[src/rtl/mrank_bridge.sv]
module mrank_bridge #(
  parameter int DEV_N = 8,
  parameter int DEV_W = 16,
  parameter int CL = 4,
  parameter int RANK_W = 1,
  parameter logic [RANK_W-1:0] RANK_ID = '0
) (
  input  logic                   clk,
  input  logic                   rst_n,
  input  logic [1:0]             cfg_mode,
  input  logic [1:0]             cmd_op,
  input  logic [RANK_W-1:0]      cmd_rank,
  input  logic [1:0]             cmd_mr,
  input  logic [DEV_N*DEV_W-1:0] host_wdq,
  output logic [DEV_N*DEV_W-1:0] host_rdq,
  output logic                   host_rvalid,
  input  logic [DEV_N*DEV_W-1:0] dev_rdq,
  output logic [DEV_N*DEV_W-1:0] dev_wdq,
  output logic [DEV_N-1:0]       dev_wen,
  output logic [DEV_N-1:0]       dev_cs,
  output logic                   proto_err
);
  localparam int HW  = DEV_N * DEV_W;
  localparam int LW  = 4 * HW;
  localparam int W32 = HW / 2;
  localparam int W16 = HW / 4;
  localparam int D32 = DEV_N / 2;
  localparam int D16 = DEV_N / 4;
  localparam int TW  = $clog2(CL + 24);
  localparam logic [1:0] M_BYP = 2'd0, M_X32 = 2'd1, M_X16 = 2'd2;
  localparam logic [1:0] OP_NOP = 2'd0, OP_RD = 2'd2, OP_WR = 2'd3;

  function automatic logic [TW-1:0] dcyc(input logic [1:0] m);
    case (m)
      M_X32:   return TW'(8);
      M_X16:   return TW'(16);
      default: return TW'(4);
    endcase
  endfunction

  function automatic logic [DEV_N-1:0] sel_mask(input logic [1:0] m, input logic [1:0] r);
    logic [DEV_N-1:0] h, q;
    h = DEV_N'({D32{1'b1}});
    q = DEV_N'({D16{1'b1}});
    case (m)
      M_X32:   return h << (r[0] * D32);
      M_X16:   return q << (r * D16);
      default: return '1;
    endcase
  endfunction

  logic [1:0] md;
  logic       cmd_hit, rd_go, wr_go;
  assign md        = (cfg_mode == 2'd3) ? M_BYP : cfg_mode;
  assign cmd_hit   = (cmd_op != OP_NOP) && (cmd_rank == RANK_ID);

  logic          rd_act, wr_act;
  logic [TW-1:0] rd_t, wr_t;
  logic [1:0]    rd_md, rd_mr, wr_md, wr_mr;
  logic [LW-1:0] rbuf, wbuf;

  assign proto_err = cmd_hit && ((cmd_op == OP_RD && rd_act) || (cmd_op == OP_WR && wr_act));
  assign rd_go     = cmd_hit && cmd_op == OP_RD && !rd_act;
  assign wr_go     = cmd_hit && cmd_op == OP_WR && !wr_act;
  assign dev_cs    = (cmd_hit && !proto_err) ? sel_mask(md, cmd_mr) : '0;

  logic [TW-1:0] rd_end, rd_first, rj;
  logic [1:0]    rbeat;
  logic          rd_cap;
  assign rd_end      = TW'(CL) + dcyc(rd_md);
  assign rd_first    = rd_end - TW'(3);
  assign rj          = rd_t - TW'(CL);
  assign rd_cap      = rd_act && rd_t >= TW'(CL) && rd_t < rd_end;
  assign host_rvalid = rd_act && rd_t >= rd_first;
  assign rbeat       = 2'(rd_t - rd_first);
  assign host_rdq    = host_rvalid ? rbuf[rbeat*HW +: HW] : '0;

  always_ff @(posedge clk or negedge rst_n) begin
    if (!rst_n) begin
      rd_act <= 1'b0;
      rd_t   <= '0;
      rd_md  <= M_BYP;
      rd_mr  <= '0;
      rbuf   <= '0;
    end else begin
      if (rd_go) begin
        rd_act <= 1'b1;
        rd_t   <= TW'(1);
        rd_md  <= md;
        rd_mr  <= cmd_mr;
      end else if (rd_act) begin
        if (rd_t == rd_end) rd_act <= 1'b0;
        rd_t <= rd_t + TW'(1);
      end
      if (rd_cap) begin
        case (rd_md)
          M_X32:   rbuf[rj*W32 +: W32] <= dev_rdq[rd_mr[0]*W32 +: W32];
          M_X16:   rbuf[rj*W16 +: W16] <= dev_rdq[rd_mr*W16 +: W16];
          default: rbuf[rj*HW +: HW]   <= dev_rdq;
        endcase
      end
    end
  end

  logic [TW-1:0] wr_end, wj;
  logic [1:0]    hb;
  logic          wr_cap, wr_drv;
  assign wr_end = TW'(CL) + dcyc(wr_md);
  assign wj     = wr_t - TW'(CL + 1);
  assign hb     = 2'(wr_t - TW'(CL));
  assign wr_cap = wr_act && wr_t >= TW'(CL) && wr_t < TW'(CL + 4);
  assign wr_drv = wr_act && wr_t >= TW'(CL + 1);
  assign dev_wen = wr_drv ? sel_mask(wr_md, wr_mr) : '0;

  always_comb begin
    dev_wdq = '0;
    if (wr_drv) begin
      case (wr_md)
        M_X32:   dev_wdq[wr_mr[0]*W32 +: W32] = wbuf[wj*W32 +: W32];
        M_X16:   dev_wdq[wr_mr*W16 +: W16]    = wbuf[wj*W16 +: W16];
        default: dev_wdq                      = wbuf[wj*HW +: HW];
      endcase
    end
  end

  always_ff @(posedge clk or negedge rst_n) begin
    if (!rst_n) begin
      wr_act <= 1'b0;
      wr_t   <= '0;
      wr_md  <= M_BYP;
      wr_mr  <= '0;
      wbuf   <= '0;
    end else begin
      if (wr_go) begin
        wr_act <= 1'b1;
        wr_t   <= TW'(1);
        wr_md  <= md;
        wr_mr  <= cmd_mr;
      end else if (wr_act) begin
        if (wr_t == wr_end) wr_act <= 1'b0;
        wr_t <= wr_t + TW'(1);
      end
      if (wr_cap) wbuf[hb*HW +: HW] <= host_wdq;
    end
  end
endmodule

[config.mk]
export PLATFORM = sky130hd
export DESIGN_NAME = mrank_bridge
export DESIGN_NICKNAME = d
export VERILOG_FILES = /design/src/rtl/mrank_bridge.sv
export SDC_FILE = /design/constraint.sdc
export NUM_CORES = 2
export LEC_CHECK = 0
export BUFFER_PORTS_ARGS = -buffer_cell sky130_fd_sc_hd__buf_2
export CAP_MARGIN = 10
export CORE_MARGIN = 1.5
export CORE_UTILIZATION = 40
export CTS_CLUSTER_SIZE = 20
export DETAILED_ROUTE_END_ITERATION = 7
export SLEW_MARGIN = 40
export SYNTH_ARGS = -nofsm -noshare
export SYNTH_HDL_FRONTEND = slang
export SYNTH_SLANG_ARGS = --single-unit
[constraint.sdc]
create_clock -name clk -period 5.56 [get_ports clk]
set_clock_uncertainty 0.15 [all_clocks]
set_input_delay 0 -clock clk [delete_from_list [all_inputs] [get_ports clk]]
set_output_delay 0 -clock clk [all_outputs]
set_load 0.05 [all_outputs]
==> reports/summary.txt <==
HP Class: in2reg
Hold Startpoint: cmd_mr[1]
Synth Register Bits: 1044
GPL Wtd Cong: 0.925
WL per Instance: 30.8 µm
Final Worst Setup Slack: 0.326 ns
syn nets: 8113
CTS tree: yes
Post-synth EDFFs: 0
layout net count: 8633
Max-Cap Viols: 0
vias: 74.2k
detailed-placement wirelength estimate: 202000 µm
crit path DAT: 5.08 ns
fmax: 191 MHz
FP Rows: 157
Synth Area per Inst: 9.40 µm²
# setup viols final: 0
pre-CTS setup slack: 0.597 ns
hold path depth: 4
Req. time, crit path: 5.41 ns
RSZ-0062 raised after global routing: no
Buffers on Ports: 538
Detail Route Antenna Nets: 0
first-pass GRT wire length: 489000 µm
floorplan core area: 183000 µm²
Crit. End Element: output port
Pleak: 35.4 nW
failing checks: DRC
violation count after the first detailed-route iteration: 11.0k
crit-path max FO: 43
post-DR vias/cell: 6.83
period utilisation layout: 0.941
Least-Margin Pin Slew: 0.937 ns
DRT Pass-1 Iters: 8
Top FF cell, synth: dfrtp_1
fin. max-slew vios: 0
die span in x: 432 µm
die area: 186000 µm²
largest net degree at the start of global routing: 201
clk_lat worst skew: 0.82 ns
Clock Sinks: 1044
number of global-route vias before repair: 71.2k
worst r2r dst: rbuf[12]
FF-to-FF Start: rd_t[2]
reg-to-reg setup timing slack: 0.33 ns
Remaining Overflow, GRT: 0
drt drc: 22
die height: 432 µm
slew margin rel.: 0.374
hold endpoint: rd_mr[1]
CTS Buf Count: 135
final hold vios: 0
pwr/cell area: 686 nW/µm²
clk buf depth: 3
P&R area growth vs syn: 20.5%
final worst path period need: 5.23 ns
Clock Tree Root: clkbuf_16
VDD IR max: 0.730 mV
share of layout cells above drive strength 1: 0.207
Synthesis Warnings: 0
Filler cells: 16.7k
initial antenna violation count: 57
Synth Instances: 7813
Initial Utilization: 0.402
FFs w/ async S/R, synth: 1.00
H-tree depth: 4
post-synthesis sequential area ratio: 0.356
critical path class: reg2out
status: finished with violations
num ports: 539
final wirelength: 335000 µm
GRT Util Overall: 0.348
clk slew on worst S/H paths: 0.06 ns
setup tns final: 0 ns
number of library cell types mapped by synthesis: 79
depth of the worst register-to-register path: 12
CP Launch Type: flip-flop
post-synthesis cell area: 73500 µm²
-- logic make-up (layout without fill, tap and decap cells) --
family	after synthesis	in the layout	share of synthesized area
compound gates	2286	2286	0.217
fa+ha+maj	35	35	0.00596
flops	1044	1044	0.356
other cells	0	40	0
xor+xnor	10	10	0.00129
buf+inv	861	1490	0.0464
simple gates	2665	2665	0.155
mux	912	912	0.219
-- synth_stat cells, types with 72 or more instances --
| cell type | instances | area (µm²) |
|---|---|---|
| nand2_1 | 1709 | 6410 |
| dfrtp_1 | 1044 | 26100 |
| o21ai_0 | 802 | 4010 |
| clkbuf_1 | 644 | 2420 |
| mux4_2 | 544 | 12300 |
| nor2_1 | 363 | 1360 |
| mux2i_1 | 230 | 2300 |
| nor2b_1 | 210 | 1310 |
| a21oi_1 | 185 | 926 |
| o2bb2ai_1 | 184 | 1610 |
| a221oi_1 | 175 | 1530 |
| a211oi_1 | 163 | 1220 |
| mux2_2 | 138 | 1550 |
| a222oi_1 | 129 | 1290 |
| a221o_1 | 128 | 1280 |
| a22oi_1 | 113 | 848 |
| buf_2 | 103 | 515 |
| and3_1 | 79 | 494 |
| nand3_1 | 78 | 390 |
| buf_1 | 77 | 289 |
| o22ai_1 | 72 | 450 |
-- where the power goes --
part | total [mW] | internal [mW] | switching (mW) | leakage (nW)
clock | 9.45 | 5.65 | 3.80 | 2.32
combinational | 38.6 | 13.0 | 25.5 | 19.0
sequential | 12.7 | 10.1 | 2.67 | 14.0
-- timing repair --
item	in CTS	in global routing
buffers inserted	0	0
gates resized for setup	0	1
hold endpoints to repair	1997	0
setup endpoints to repair	0	9
hold buffers	484	0
-- worst max-delay path, stage by stage, from the launching register on --
cell	delay [ns]
dfrtp_1	0.66
inv_1	0.20
ha_4	0.58
buf_4	0.59
buf_4	0.72
mux4_2	0.36
nor2b_1	0.70
buf_2	0.41
-- metrics by stage --
stage	util	area [µm²]	hold slack [ns]	std cells	power, mW
finish	0.485	88500	0.0164	10867	60.8
global route	0.484	88500	0.0101	10845	62.9
CTS	0.483	88200	0.000241	10821	59.4
detailed placement	0.431	78700	-0.0213	10091	49.5
global placement	0.430	78500	-0.0192	10086	48.6
floorplan	-	73500	-0.446	7813	37.0
-- area by class of cell --
type                       instances  area, µm²  share of cell area
timing repair buffer            1218       9950               0.112
tap                             2385       2980              0.0337
multi-input combinational       5908      44600               0.503
antenna                           40        100             0.00113
inverter                          26       98.8             0.00112
sequential                      1044      26100               0.295
clock buffer                     194       4020              0.0454
clock inverter                    52        677             0.00765
-- worst max-delay path by stage --
stage                     startpoint      endpoint  depth (start not counted)
after CTS                    rd_t[2]     rbuf[489]                         12
after detailed placement     rd_t[2]     rbuf[134]                         12
final                        rd_t[1]  host_rdq[91]                          7
after global routing         rd_t[2]      rbuf[16]                         12
after floorplan              wr_t[0]   dev_wdq[94]                         14
after global placement       rd_t[0]     rbuf[134]                          9
-- registers in the layout (all words and copies together), names as in the netlist --
register and count:
wbuf 512, rd_t 5, wr_act 1, wr_md 2, rd_mr 2, rbuf 512, wr_mr 2, wr_t 5
rd_act 1, rd_md 2
-- cell usage in the layout (no fill, tap or decap), types with 129 or more instances in the layout --
master / count
dfrtp_1: 1039
buf_2: 521
a222oi_1: 129
mux2_2: 138
o21ai_0: 799
nor2_1: 355
dlygate4sd3_1: 483
mux4_2: 544
nor2b_1: 200
mux2i_1: 230
o2bb2ai_1: 184
a211oi_1: 161
clkbuf_16: 140
a21oi_1: 183
a221oi_1: 173
nand2_1: 1702
buf_4: 135
-- routing by layer --
metal,GRT usage,up-vias,wire [µm]
li1,-,30602,-
met1,0.425,36618,119000
met2,0.533,5521,150000
met3,0.0925,1409,38100
met4,0.251,30,28500
met5,0.00156,-,195
Note: power is estimated with default switching activity, not from simulation.
